File: config.mk
export PLATFORM = sky130hd
export DESIGN_NAME = txring_walker
export DESIGN_NICKNAME = d
export VERILOG_FILES = /design/src/rtl/txring_walker.sv
export SDC_FILE = /design/constraint.sdc
export NUM_CORES = 1
export LEC_CHECK = 0
export ABC_AREA = 1
export BUFFER_PORTS_ARGS = -buffer_cell sky130_fd_sc_hd__buf_2
export CORE_MARGIN = 2
export CORE_UTILIZATION = 54
export DETAILED_ROUTE_END_ITERATION = 6
export PLACE_DENSITY = 0.87
export SETUP_SLACK_MARGIN = 0.5
export SYNTH_ARGS = -nofsm -noshare
export SYNTH_HDL_FRONTEND = slang
export SYNTH_SLANG_ARGS = --single-unit
File: constraint.sdc
create_clock -name clk -period 5.7 [get_ports clk]
set_input_delay 1.14 -clock clk [delete_from_list [all_inputs] [get_ports clk]]
set_output_delay 1.14 -clock clk [all_outputs]
set_load 0.05 [all_outputs]
File: src/rtl/txring_walker.sv
module txring_walker #(
  parameter int AW      = 32,
  parameter int IDX_W   = 9,
  parameter int MIN_LEN = 60
) (
  input  logic          clk,
  input  logic          rst_n,
  input  logic          start,
  input  logic          stop,
  input  logic          demand,
  input  logic          pad_en,
  input  logic [AW-1:0] ring_base,
  input  logic [3:0]    ring_log2,
  output logic          mem_req,
  output logic          mem_we,
  output logic [AW-1:0] mem_addr,
  output logic [31:0]   mem_wdata,
  input  logic          mem_ack,
  input  logic [31:0]   mem_rdata,
  output logic          snd_start,
  output logic [31:0]   snd_addr,
  output logic [15:0]   snd_len,
  output logic          snd_sop,
  output logic          snd_eop,
  input  logic          snd_done,
  input  logic [4:0]    snd_stat,
  output logic          tx_int
);

  localparam logic [3:0]       LG_MAX   = 4'(IDX_W);
  localparam logic [IDX_W-1:0] IDX_ONES = '1;
  localparam logic [15:0]      PAD_LEN  = 16'(MIN_LEN);

  typedef enum logic [2:0] {
    S_IDLE, S_FLAG, S_ADDR, S_KICK, S_WAIT, S_STAT, S_REL
  } walk_t;

  walk_t            state;
  logic             run, pend;
  logic [IDX_W-1:0] idx;
  logic [31:0]      flags;
  logic [4:0]       stat;

  logic [3:0]       lg;
  logic [IDX_W-1:0] mask, idx_m, idx_nx;
  logic [3:0]       off;
  logic [15:0]      nlen;
  logic             take, short_pad;

  assign lg     = (ring_log2 > LG_MAX) ? LG_MAX : ring_log2;
  assign mask   = ~(IDX_ONES << lg);
  assign idx_m  = idx & mask;
  assign idx_nx = (idx_m + IDX_W'(1)) & mask;
  assign take   = (state == S_IDLE) && run && pend;

  always_comb begin
    case (state)
      S_FLAG, S_REL: off = 4'h4;
      S_STAT:        off = 4'h8;
      default:       off = 4'h0;
    endcase
  end

  assign mem_req   = (state == S_FLAG) || (state == S_ADDR) ||
                     (state == S_STAT) || (state == S_REL);
  assign mem_we    = (state == S_STAT) || (state == S_REL);
  assign mem_addr  = ring_base + AW'({idx_m, off});
  assign mem_wdata = (state == S_STAT)
                   ? {stat[4], stat[3], 1'b0, stat[2], stat[1], stat[0], 26'd0}
                   : {1'b0, |stat, flags[29:0]};

  assign nlen      = -flags[15:0];
  assign short_pad = pad_en && flags[25] && flags[24] && (nlen < PAD_LEN);
  assign snd_len   = short_pad ? PAD_LEN : nlen;
  assign snd_sop   = flags[25];
  assign snd_eop   = flags[24];
  assign snd_start = (state == S_KICK);

  always_ff @(posedge clk) begin
    if (!rst_n) begin
      state    <= S_IDLE;
      run      <= 1'b0;
      pend     <= 1'b0;
      idx      <= '0;
      flags    <= '0;
      stat     <= '0;
      snd_addr <= '0;
      tx_int   <= 1'b0;
    end else begin
      tx_int <= (state == S_REL) && mem_ack;
      if (stop)                             run <= 1'b0;
      else if (start && state == S_IDLE)    run <= 1'b1;
      pend <= !stop && ((demand && run) || (pend && !take));
      case (state)
        S_IDLE: begin
          if (start && !stop) idx <= '0;
          else if (take)      state <= S_FLAG;
        end
        S_FLAG: if (mem_ack) begin
          if (mem_rdata[31] && run) begin
            flags <= mem_rdata;
            state <= S_ADDR;
          end else begin
            state <= S_IDLE;
          end
        end
        S_ADDR: if (mem_ack) begin
          snd_addr <= mem_rdata;
          state    <= S_KICK;
        end
        S_KICK: state <= S_WAIT;
        S_WAIT: if (snd_done) begin
          stat  <= snd_stat;
          state <= S_STAT;
        end
        S_STAT: if (mem_ack) state <= S_REL;
        S_REL: if (mem_ack) begin
          idx   <= idx_nx;
          state <= S_FLAG;
        end
        default: state <= S_IDLE;
      endcase
    end
  end


  mem_hold_chk: assert property (@(posedge clk) disable iff (!rst_n)
    (mem_req && !mem_ack) |=> (mem_req && $stable(mem_addr) &&
                               $stable(mem_we) && $stable(mem_wdata)));


  own_release_chk: assert property (@(posedge clk) disable iff (!rst_n)
    (mem_req && mem_we && mem_addr[3:0] == 4'h4) |-> !mem_wdata[31]);


  int_pulse_chk: assert property (@(posedge clk) disable iff (!rst_n)
    tx_int |=> !tx_int);


  kick_pulse_chk: assert property (@(posedge clk) disable iff (!rst_n)
    snd_start |=> !snd_start);


  halt_quiet_chk: assert property (@(posedge clk) disable iff (!rst_n)
    (state == S_IDLE && !run) |=> !mem_req);


  noown_stop_chk: assert property (@(posedge clk) disable iff (!rst_n)
    (state == S_FLAG && mem_ack && !mem_rdata[31]) |=> (!mem_req && !snd_start));

endmodule

# Word-level counts from Yosys, hierarchy flattened
# Index checks and enable logic that the tools add are counted.
totals:
  input_bits: 81
  elab_cells: 77
  output_inout_bits: 118
  ff_bits: 82
op_classes:
  muxes: 16
  n_eq_ne: 14
  n_addsub: 3
  reduce_logical: 29
  n_shift: 1
  bitwise_logic: 4
  magnitude_cmp: 2
op_table:
  columns: ["operator", "n"]
  rows:
  - ["32-bit by 13-bit adder with 32-bit output", 1]
  - ["32-bit two-way mux", 1]
  - ["3-bit two-way mux", 7]
  - ["3-bit one-hot mux with 7 select lines", 1]
  - ["9-bit bitwise AND", 2]
  - ["9-bit two-way mux", 2]
  - ["9-bit one-hot mux with 2 select lines", 1]
  - ["16-bit by 6-bit < comparator with 1-bit output (second input constant)", 1]
  - ["16-bit two-way mux", 1]
  - ["16-bit negator", 1]
  - ["2-bit inequality test (second input constant)", 7]
  - ["1-bit logical AND", 12]
  - ["9-bit by 1-bit adder with 9-bit output (second input constant)", 1]
  - ["3-bit == test (second input constant)", 3]
  - ["9-bit inverter", 1]
  - ["9-bit by 4-bit << shifter with 9-bit output (first input constant)", 1]
  - ["4-bit one-hot mux with 2 select lines", 1]
  - ["7-bit AND reduction", 1]
  - ["3-bit by 2-bit == test with 1-bit output (second input constant)", 2]
  - ["3-bit AND reduction", 2]
  - ["1-bit logical OR", 5]
  - ["5-bit OR reduction", 1]
  - ["4-bit > comparator (second input constant)", 1]
  - ["4-bit two-way mux", 1]
  - ["9 further kinds", 12]

# Logic depth before layout (Yosys ltp)
# Gate-level depths: netlist of run 1.
depth:
  depth_word: 9
  mapped_depth: 16
  depth_no_buf: 16

# Worst setup path before layout of run 1
# Ideal clock, no wire load.
synth_timing:
  path_kind: "input to output"
  startpoint: "input port ring_log2[3]"
  endpoint: "output port mem_addr[30]"
  required_ns: 4.560
  arrival_ns: 3.426
  n_path_buf: 0
  path_slack_ns: 1.134
  cell_stages: 13
  cell_sequence: "nor2_2 > inv_1 > nand2_1 > inv_1 > nand2_1 > inv_1 > ha_1 > nand2_1 > nor4_1 > nand2_2 > nand2_4 > nand2_1 > xnor2_1"
synth_between:
  elab_chain_cells: 6
synth_lines:
  columns: ["element", "line", "source"]
  rows:
  - ["start: declaration", "13", "input logic [3:0] ring_log2,"]
  - ["4-bit > comparator", "50", "assign lg = (ring_log2 > LG_MAX) ? LG_MAX : ring_log2;"]
  - ["4-bit two-way mux (*)", "50", null]
  - ["9-bit by 4-bit << shifter with 9-bit output (*)", "51", "assign mask = ~(IDX_ONES << lg);"]
  - ["9-bit inverter (*)", "51", null]
  - ["9-bit bitwise AND (*)", "52", "assign idx_m = idx & mask;"]
  - ["32-bit by 13-bit adder with 32-bit output (*)", "67", "assign mem_addr = ring_base + AW'({idx_m, off});"]
  - ["end: declaration", "16", "output logic [AW-1:0] mem_addr,"]
# Mark *: on every way between the ends. The rest lies on a longest branch, timed or not.

# Worst setup path after layout of run 1
layout_timing:
  startpoint: "input port ring_log2[3]"
  endpoint: "output port mem_addr[25]"
# Same word-level chain as after synthesis.

==> reports/metrics.cfg, run 1 <==
[detailed_routing]
first_pass_iters=6
routed_wl_um=15400
vias_per_cell=5.27
route.vias.total=5719
route.detailed.drc=0
detail-route-antenna-nets=0
drtIter0Drc=284
detail_route.wl_per_cell_um=14.2

[timing]
slew_violations=0
setup_viol=0
rsz0062_at_grt=no
fin_setup_tns_ns=0
fin_skew_ns=0.0131
slew-limit-headroom=0.284
worst_slew_pin_slew_ns=1.07
fin_crit_ns=4.64
setup_slack_ns=1.06
fin_crit_sh=0.814
max_freq_ghz=0.215
hold_viol=0

[clocking]
cts_buffer_depth=2
ctsResizeCount=0
cts.clk_slew.worst_paths_ns=0.07
htreeDepth=3
cts_setup_buffers=0
clk_latency_ns=0.35
cts_hold_buf=0
tritoncts=yes
numCtsBuffers=9
clock_sinks=82
clock-root-buffer=clkbuf_8

[logic_synthesis]
synth_area_leaders=dfxtp_1, nand2_1, a21oi_1
syn_area_per_cell_um2=6.60
synth_area_mm2=0.00512
synth_seq_cells=82
synth_largest_area_cell=dfxtp_1
netlist.area_leader.share=0.320
syn_nets=873
ys_types=40
synth_edf_count=0
synth_flop_cell=dfxtp_1
synthArstFlopShare=0
synth_seq_area_share=0.320
yosys_warnings=0
synth_cells=776

[pwr]
ir_drop_mv=0.159
seqPwrFrac=0.341
clkPwrFrac=0.282
power.density_mw_per_mm2=295
p_switching_uw=766
p_int_uw=1120
power_frac_comb=0.377
p_sw_frac=0.406
p_leak_uw=0.00329

[setup_path]
crit_top_cell=nand2_1
critPathRequiredTime_ns=4.56
cp_max_fo=6
crit_path_start_kind=primary input
timing.rr.start=state[0]$_SDFFE_PN0P_
end_kind=output pin
slowest_delay_ns=0.33
cp-startpoint=ring_log2[3]
cp_cell_sequence=buf_2 > nor2_2 > inv_1 > nand2_1 > inv_1 > nand2_1 > inv_1 > ha_1 > a21oi_1 > o21ai_0 > a21oi_1 > nand2_2 > nand2_2 > nor2_4 > nand2_1 > nand2_1 > nand2_1 > buf_2
crit_type=in2out
worstPathArrival_ns=3.50
rrSetupSlack_ns=3.17
cpMaxStageDelayCell=ha_1

[die]
rows=35
ios=199
die_x_um=101
dieHeight_um=101
core_area_mm2=0.00924
die_area_mm2=0.0103
start_util=0.554

[cells_and_area]
area_delta_synth_final_pct=24.9
final_common_cell=buf_2
drive_above_1_share=0.263
layout_common_cells=buf_2, nand2_1, inv_1
final_cell_area_mm2=0.00640
antenna_cells=0
fin_nets=1050

[place]
hpwl_um=11600
pre_cts_ws_ns=1.09
port_buffers=194
gp_congestion=0.945
dpl_cell_area_mm2=0.00614

[global_routing]
grt_max_degree=56
antenna_found_initial=0
grt_util_all_layers=0.296
grt_pass1_wl_um=24400
grt_pass1_vias=5186
gr-total-overflow=0

[run]
drv_cap=0

[status]
status=finished, final reports clean

[worst_hold_path]
hold_start=flags[17]$_SDFFE_PN0P_
hold_path.class=reg2reg

## cells in the mapped netlist, types with 2 or more instances
master / count
ha_1: 15
buf_4: 2
inv_2: 3
inv_1: 94
nor4_1: 6
nand2_2: 13
nor2_1: 81
nand3_1: 54
nor2_2: 7
o21ai_0: 53
dfxtp_1: 82
buf_2: 5
nand3_2: 4
nand3b_1: 2
nand2_4: 7
xnor2_1: 7
nor3_1: 11
nor3_2: 2
a211oi_1: 2
nand2_1: 154
xor2_1: 24
a21oi_1: 87
clkbuf_1: 22
o21a_1: 3
nor2_4: 2
nand4_1: 20
## power groups by stage
stage | Combinational [uW] | Sequential [uW] | Clock (uW)
CTS | 709 | 642 | 539
detailed placement | 705 | 655 | 0
finish | 711 | 643 | 531
global placement | 701 | 654 | 0
global route | 769 | 649 | 560
floorplan | 463 | 732 | 0
## state kept, by name (all words and copies together), names as in the netlist
register,flops
pend,1
state,3
run,1
snd_addr,32
tx_int,1
flags,30
stat,5
idx,9
## layout make-up
type	count	area [um2]
clock buffer	9	124
clock inverter	5	129
fill	799	2840
inverter	98	368
multi-input combinational	566	2990
sequential	82	1640
tap	129	161
timing repair buffer	196	986
## cell families (layout without fill, tap and decap cells)
| logic type | Yosys count | after routing | share of synthesized area |
|---|---|---|---|
| compound gates | 154 | 154 | 0.159 |
| simple gates | 364 | 364 | 0.328 |
| fa+ha+maj | 16 | 16 | 0.0405 |
| buf+inv | 128 | 308 | 0.0965 |
| flops | 82 | 82 | 0.320 |
| xor+xnor | 32 | 32 | 0.0562 |
## path summary, 6_finish.rpt
| path | end | cells after the start |
|---|---|---|
| max | mem_addr[25] | 18 |
| min | flags[17]$_SDFFE_PN0P_ | 2 |
| max reg2reg | snd_addr[12]$_SDFFE_PN0P_ | 7 |
| min reg2reg | flags[17]$_SDFFE_PN0P_ | 2 |
## metrics by stage
step                      hold WS (ns)   util  instances  total power (uW)
final                            0.457  0.692       1085              1880
after global routing             0.477  0.692       1085              1980
after CTS                        0.461  0.692       1085              1890
after detailed placement         0.449  0.665       1071              1360
after global placement           0.434  0.665       1071              1350
after floorplan                  0.424      -        776              1190
## layer usage
metal	GRT usage	part of all wire	routed length, um	vias up
li1	-	-	-	2888
met3	0.0704	0.088	1350	37
met4	0.0967	0.025	386	0
met5	0	0	0	-
met2	0.500	0.47	7250	280
met1	0.373	0.41	6370	2514
## critical path: cells and delay by family
family | cells | cell delay [ns]
simple gates | 9 | 0.80
compound gates | 3 | 0.63
buf+inv | 5 | 0.59
fa+ha+maj | 1 | 0.33
(Power assumes the default switching activity.)
==> run 2: changes to the inputs <==
--- a/config.mk
+++ b/config.mk
@@ -5,12 +5,12 @@
 export SDC_FILE = /design/constraint.sdc
 export NUM_CORES = 1
 export LEC_CHECK = 0
-export ABC_AREA = 1
+export ABC_AREA = 0
 export BUFFER_PORTS_ARGS = -buffer_cell sky130_fd_sc_hd__buf_2
 export CORE_MARGIN = 2
-export CORE_UTILIZATION = 54
+export CORE_UTILIZATION = 50
 export DETAILED_ROUTE_END_ITERATION = 6
-export PLACE_DENSITY = 0.87
+export PLACE_DENSITY = 0.81
 export SETUP_SLACK_MARGIN = 0.5
 export SYNTH_ARGS = -nofsm -noshare
 export SYNTH_HDL_FRONTEND = slang
==> constraint.sdc (replaced) <==
create_clock -name clk -period 4.3 [get_ports clk]
set_input_delay 0.86 -clock clk [delete_from_list [all_inputs] [get_ports clk]]
set_output_delay 0.86 -clock clk [all_outputs]
set_load 0.05 [all_outputs]
==> reports/metrics.cfg, run 2 <==
[timing]
setup_viol=0  ; unchanged
max_freq_ghz=0.244
hold_ws_ns=0.457  ; +0.00000500 ns
fin_skew_ns=0.0153  ; +0.00226 ns
fin_crit_sh=0.952
fin_crit_ns=4.09
rsz0062_at_grt=yes
slew-limit-headroom=0.153  ; -0.131
hold_viol=0  ; unchanged
slew_violations=0  ; unchanged
fin_setup_tns_ns=0  ; unchanged
worst_slew_pin_slew_ns=1.27  ; +0.196 ns

[place]
port_buffers=194  ; unchanged
dpl_cell_area_mm2=0.00663  ; +8.0%
hpwl_um=12300  ; +5.5%
dp.cells=1013  ; -5.4%
gp_congestion=0.972  ; +2.9%

[detailed_routing]
detail_route.wl_per_cell_um=17.2  ; +21%
drtIter0Drc=378  ; +33%
first_pass_iters=5  ; -1
route.detailed.drc=0  ; unchanged
detail-route-antenna-nets=0  ; unchanged
vias_per_cell=5.81  ; +10%
routed_wl_um=18400  ; +20%
route.vias.total=6207  ; +8.5%

[global_routing]
grt_max_degree=47  ; -16%
gr-total-overflow=0  ; unchanged
grt_pass1_wl_um=27200  ; +12%
grt_util_all_layers=0.299  ; +0.00302
grt_pass1_vias=5618  ; +8.3%
antenna_found_initial=2  ; +2

[pwr]
power_uw=2450  ; +30%
ir_drop_mv=0.236  ; +49%
p_leak_uw=0.00343  ; +4.3%
power.density_mw_per_mm2=311  ; +5.5%

[logic_synthesis]
synth_area_leaders=dfxtp_1, nand2_1, a21oi_1
netlist_top_cells_count=nand2_1, a21oi_1, dfxtp_1
synth_seq_cells=82  ; unchanged
synth_largest_area_cell=dfxtp_1
syn_area_per_cell_um2=7.21  ; +9.3%
synth_most_common_cell=nand2_1
yosys_warnings=0  ; unchanged
synthArstFlopShare=0  ; unchanged
synth-xor-area-share=0.0594  ; +0.00317
synth_cells=716  ; -7.7%
synth_flop_cell=dfxtp_1
synthMuxAreaShare=0.0262  ; +0.0262
synth_seq_area_share=0.318  ; -0.00264
syn_nets=813  ; -6.9%
synth-adder-area-share=0.0422  ; +0.00160
synth_top_family_by_area=simple AND/OR/NAND/NOR gates
synth_area_mm2=0.00516  ; +0.83%
yosys.area_share.simple=0.310  ; -0.0180
netlist.area_leader.share=0.318  ; -0.00264
synth_compound_area_frac=0.195  ; +0.0362
ys_types=63  ; +57%
synth_edf_count=0  ; unchanged

[setup_path]
cp_cell_sequence=or4_4 > or4_4 > or4_4 > o31a_1 > a2111o_1 > a21bo_4 > buf_8
critPathRequiredTime_ns=3.44  ; -1.12 ns
rr_worst_depth=6  ; -1
end_kind=output pin
timing.rr.start=idx[0]$_SDFFE_PN0P_
crit_buf_inv=1  ; -4
crit_top_cell=or4_4
crit_path_start_kind=flop
cpMaxStageDelayCell=or4_4
worstPathArrival_ns=3.23  ; -0.27 ns
cp_max_fo=6  ; unchanged
crit_family=simple AND/OR/NAND/NOR gates
timing.rr.end=idx[8]$_SDFFE_PN0P_
crit_cells=7  ; -11
crit_type=reg2out
rrSetupSlack_ns=1.97  ; -1.20 ns
slowest_delay_ns=0.57  ; +0.24 ns

[worst_hold_path]
holdPathEnd=flags[20]$_SDFFE_PN0P_
hold_start=flags[20]$_SDFFE_PN0P_
min_path_cells=2  ; unchanged
hold_path.class=reg2reg

[die]
die_x_um=106  ; +4.2%
ios=199  ; unchanged
die_area_mm2=0.0112  ; +8.5%
rows=37  ; +5.7%
core_area_mm2=0.0102  ; +10%
start_util=0.507  ; -0.0472
dieHeight_um=106  ; +4.2%

[clocking]
clk_latency_ns=0.36  ; about the same
clock_sinks=82  ; unchanged
tritoncts=yes
numCtsBuffers=9  ; unchanged
cts.clk_slew.worst_paths_ns=0.10  ; +0.03 ns
cts_hold_buf=0  ; unchanged
clock-root-buffer=clkbuf_8
htreeDepth=3  ; unchanged
cts_buffer_depth=2  ; unchanged

[status]
status=finished, final reports clean

[cells_and_area]
top_regs=snd_addr (32), flags (30), idx (9)
fin_nets=1022  ; -2.7%
drive_above_1_share=0.400  ; +0.137
regArea_mm2=0.00166  ; +1.3%
final_cell_area_mm2=0.00787  ; +23%
area_delta_synth_final_pct=52.4
fill_cells=720  ; -9.9%
multi_input_area_mm2=0.00410  ; +37%
regMostFlops=snd_addr
final_common_cell=buf_2
stdcell_count=1068  ; -1.6%
layout_common_cells=buf_2, nand2_1, a21oi_1
largest_reg_flops=32  ; unchanged

[run]
drv_cap=0  ; unchanged

[run 2: cell families (layout without fill, tap and decap cells)]
kind of cell    Yosys count  in the layout
flops                    82             82
buf+inv                  66            279
fa+ha+maj                17             17
simple gates            340            340
mux                      13             13
other cells               0              2
compound gates          163            164
xor+xnor                 35             35
[run 2: what timing repair did]
action | CTS | global route
setup endpoints to repair | 32 | 30
pin swaps | 38 | 37
hold endpoints to repair | 0 | 0
gates cloned | 1 | 1
gates resized for setup | 119 | 64
buffers inserted | 19 | 16
[run 2: metrics by stage]
stage	utilization	setup slack [ns]
2_1_floorplan	-	0.353
3_3_place_gp	0.651	0.205
3_5_place_dp	0.651	0.149
4_1_cts	0.731	0.223
5_1_grt	0.772	0.148
6_report	0.773	0.208
[run 2: worst register-to-register path, cell delays in order (launching register included)]
cell and delay, ns:
dfxtp_1 0.46, nand2_1 0.16, or3b_2 0.52, nor3_1 0.64, nand4_1 0.20, nand2b_1 0.18, mux2i_1 0.12
[run 2: layer usage]
layer | GRT usage | share of wire
met3 | 0.0581 | 0.072
met1 | 0.364 | 0.39
met2 | 0.532 | 0.51
met4 | 0.0912 | 0.032
met5 | 0 | 0
[run 2: report_power, final]
group	total (uW)	switching, uW	leakage, uW	internal [uW]
clock network	652	313	0.000114	339
logic	951	641	0.00265	310
registers	842	36.0	0.000667	807
total	2450	990	0.00343	1460
[run 2: worst max path at each step]
stage	start	endpoint	slack, ns
after floorplan	ring_log2[2]	mem_addr[28]	0.35
after global placement	ring_log2[3]	mem_addr[17]	0.21
after detailed placement	ring_log2[3]	mem_addr[15]	0.15
after CTS	flags[5]$_SDFFE_PN0P_	snd_len[3]	0.22
after global routing	flags[2]$_SDFFE_PN0P_	snd_len[3]	0.15
final	flags[2]$_SDFFE_PN0P_	snd_len[3]	0.21
[run 2: cell type report]
class                           instances  share of cell area
Timing Repair Buffer                  242               0.205
Tap cell                              136              0.0216
Inverter                               21              0.0116
Clock buffer                            9              0.0157
Multi-Input combinational cell        569               0.521
Antenna cell                            2            0.000636
Sequential cell                        82               0.211
Clock inverter                          7              0.0137
==> run 3: changes to the inputs <==
--- a/config.mk
+++ b/config.mk
@@ -7,6 +7,8 @@
 export LEC_CHECK = 0
 export ABC_AREA = 0
 export BUFFER_PORTS_ARGS = -buffer_cell sky130_fd_sc_hd__buf_2
+export CAP_MARGIN = 20
+export CORE_ASPECT_RATIO = 0.75
 export CORE_MARGIN = 2
 export CORE_UTILIZATION = 50
 export DETAILED_ROUTE_END_ITERATION = 6
==> reports/metrics.cfg, run 3 (synthesized netlist as in run 2, its figures left out) <==
[cells_and_area]
layout_common_cells=buf_2, nand2_1, a21oi_1
fin_nets=1021  ; -0.098%
top_regs=snd_addr (32), flags (30), idx (9)
regMostFlops=snd_addr
drive_above_1_share=0.397  ; -0.00280
stdcell_count=1067  ; -0.094%
finish.utilization=0.775  ; +0.00200
final_common_cell=buf_2
area_delta_synth_final_pct=52.5
fill_cells=719  ; -0.14%
largest_reg_flops=32  ; unchanged

[setup_path]
crit_buf_inv=1  ; unchanged
crit_family=simple AND/OR/NAND/NOR gates
crit_type=reg2out
worstPathArrival_ns=3.17  ; -0.06 ns
rrSetupSlack_ns=1.85  ; -0.12 ns
slowest_delay_ns=0.56  ; about the same
crit_end=snd_len[3]
timing.rr.end=idx[8]$_SDFFE_PN0P_
rr_worst_depth=6  ; unchanged
crit_path_start_kind=flop
cpMaxStageDelayCell=or4_4
cp_cell_sequence=or4_4 > or4_4 > or4_4 > o31a_1 > a2111o_1 > a21bo_4 > buf_8
timing.rr.start=idx[0]$_SDFFE_PN0P_
cp-startpoint=flags[4]$_SDFFE_PN0P_
critPathRequiredTime_ns=3.44  ; about the same
crit_top_cell=or4_4
cp_max_fo=6  ; unchanged
end_kind=output pin
crit_cells=7  ; unchanged

[clocking]
cts_buffer_depth=2  ; unchanged
htreeDepth=3  ; unchanged
cts_hold_buf=0  ; unchanged
clock_sinks=82  ; unchanged
numCtsBuffers=9  ; unchanged
clk_latency_ns=0.34  ; -0.02 ns
clock-root-buffer=clkbuf_16
cts.clk_slew.worst_paths_ns=0.07  ; -0.03 ns
tritoncts=yes

[die]
rows=32  ; -14%
die_x_um=121  ; +15%
die_area_mm2=0.0112  ; about the same
core_area_mm2=0.0102  ; -0.15%
ios=199  ; unchanged
dieHeight_um=92.0  ; -13%
start_util=0.508  ; +0.000749

[global_routing]
antenna_found_initial=2  ; unchanged
grt_pass1_wl_um=28100  ; +3.2%
grt_util_all_layers=0.311  ; +0.0123
grt_max_degree=75  ; +60%
grt_pass1_vias=5886  ; +4.8%
gr-total-overflow=0  ; unchanged

[pwr]
p_leak_uw=0.00342  ; -0.21%
ir_drop_mv=0.200  ; -15%
power_uw=2550  ; +4.3%
power.density_mw_per_mm2=324  ; +4.1%

[timing]
max_freq_ghz=0.248  ; +1.4%
slew-limit-headroom=0.458  ; +0.306
rsz0062_at_grt=yes
hold_viol=0  ; unchanged
worst_slew_pin_slew_ns=0.807  ; -0.461 ns
setup_viol=0  ; unchanged
fin_skew_ns=0.00660  ; -0.00874 ns
fin_setup_tns_ns=0  ; unchanged
slew_violations=0  ; unchanged
fin_crit_sh=0.938  ; -0.0133
fin_crit_ns=4.03  ; -0.0573 ns

[place]
hpwl_um=11900  ; -3.1%
dp.cells=1015  ; +0.20%
port_buffers=194  ; unchanged
gp_congestion=0.952  ; -2.0%

[detailed_routing]
routed_wl_um=19100  ; +4.0%
drtIter0Drc=718  ; +90%
vias_per_cell=6.03  ; +3.7%
route.vias.total=6432  ; +3.6%
detail-route-antenna-nets=0  ; unchanged
detail_route.wl_per_cell_um=17.9  ; +4.1%
route.detailed.drc=0  ; unchanged
first_pass_iters=6  ; +1

[worst_hold_path]
hold_path.class=reg2reg

[run]
drv_cap=0  ; unchanged

[status]
status=finished, final reports clean

run 3: what timing repair did:
| item | in CTS | in global routing |
|---|---|---|
| gates resized for setup | 105 | 64 |
| buffers inserted | 24 | 7 |
| cloned | 1 | 1 |
| setup endpoints to repair | 30 | 30 |
| hold endpoints to repair | 0 | 0 |
| pin swaps | 21 | 31 |
run 3: report_power, final:
group	switching [uW]	internal, uW	total, uW
Clock	336	395	731
Sequential	39.1	808	848
Combinational	651	320	971
Total	1030	1520	2550
run 3: through the flow:
| stage | instance area, um2 | worst slack (ns) | hold WS, ns |
|---|---|---|---|
| 6_report | 7880 | 0.266 | 0.453 |
| 5_1_grt | 7880 | 0.173 | 0.475 |
| 4_1_cts | 7530 | 0.213 | 0.455 |
| 3_5_place_dp | 6670 | 0.120 | 0.445 |
| 3_3_place_gp | 6650 | 0.230 | 0.439 |
| 2_1_floorplan | 5610 | 0.353 | 0.425 |
run 3: cell type report:
class / count / area [um2] / share of cell area
Clock buffer: 9 / 225 / 0.0286
Antenna cell: 2 / 5.00 / 0.000635
Sequential cell: 82 / 1660 / 0.210
Timing Repair Buffer: 241 / 1610 / 0.204
Multi-Input combinational cell: 569 / 4080 / 0.517
Tap cell: 136 / 170 / 0.0216
Clock inverter: 7 / 55.1 / 0.00699
Inverter: 21 / 86.3 / 0.0110
run 3: routing by layer:
metal  up-vias  global-route usage  wire length (um)
met2       407               0.506              8830
met3       105              0.0759              1670
li1       2908                   -                 -
met4         0               0.146              1010
met5         -                   0                 0
met1      3012               0.388              7600
run 3: worst min-delay path by stage:
stage,slack [ns],depth (start not counted),endpoint,start
after floorplan,0.43,1,idx[7]$_SDFFE_PN0P_,idx[7]$_SDFFE_PN0P_
after global placement,0.44,2,snd_addr[11]$_SDFFE_PN0P_,snd_addr[11]$_SDFFE_PN0P_
after detailed placement,0.45,2,flags[29]$_SDFFE_PN0P_,flags[29]$_SDFFE_PN0P_
after CTS,0.46,2,snd_addr[5]$_SDFFE_PN0P_,snd_addr[5]$_SDFFE_PN0P_
after global routing,0.48,2,snd_addr[0]$_SDFFE_PN0P_,snd_addr[0]$_SDFFE_PN0P_
final,0.45,2,snd_addr[18]$_SDFFE_PN0P_,snd_addr[18]$_SDFFE_PN0P_
run 3: worst reg2reg max path, delay by kind of cell (launching register included):
kind / cells / cell delay (ns)
mux: 1 / 0.10
simple gates: 4 / 1.57
flops: 1 / 0.45
compound gates: 1 / 0.23
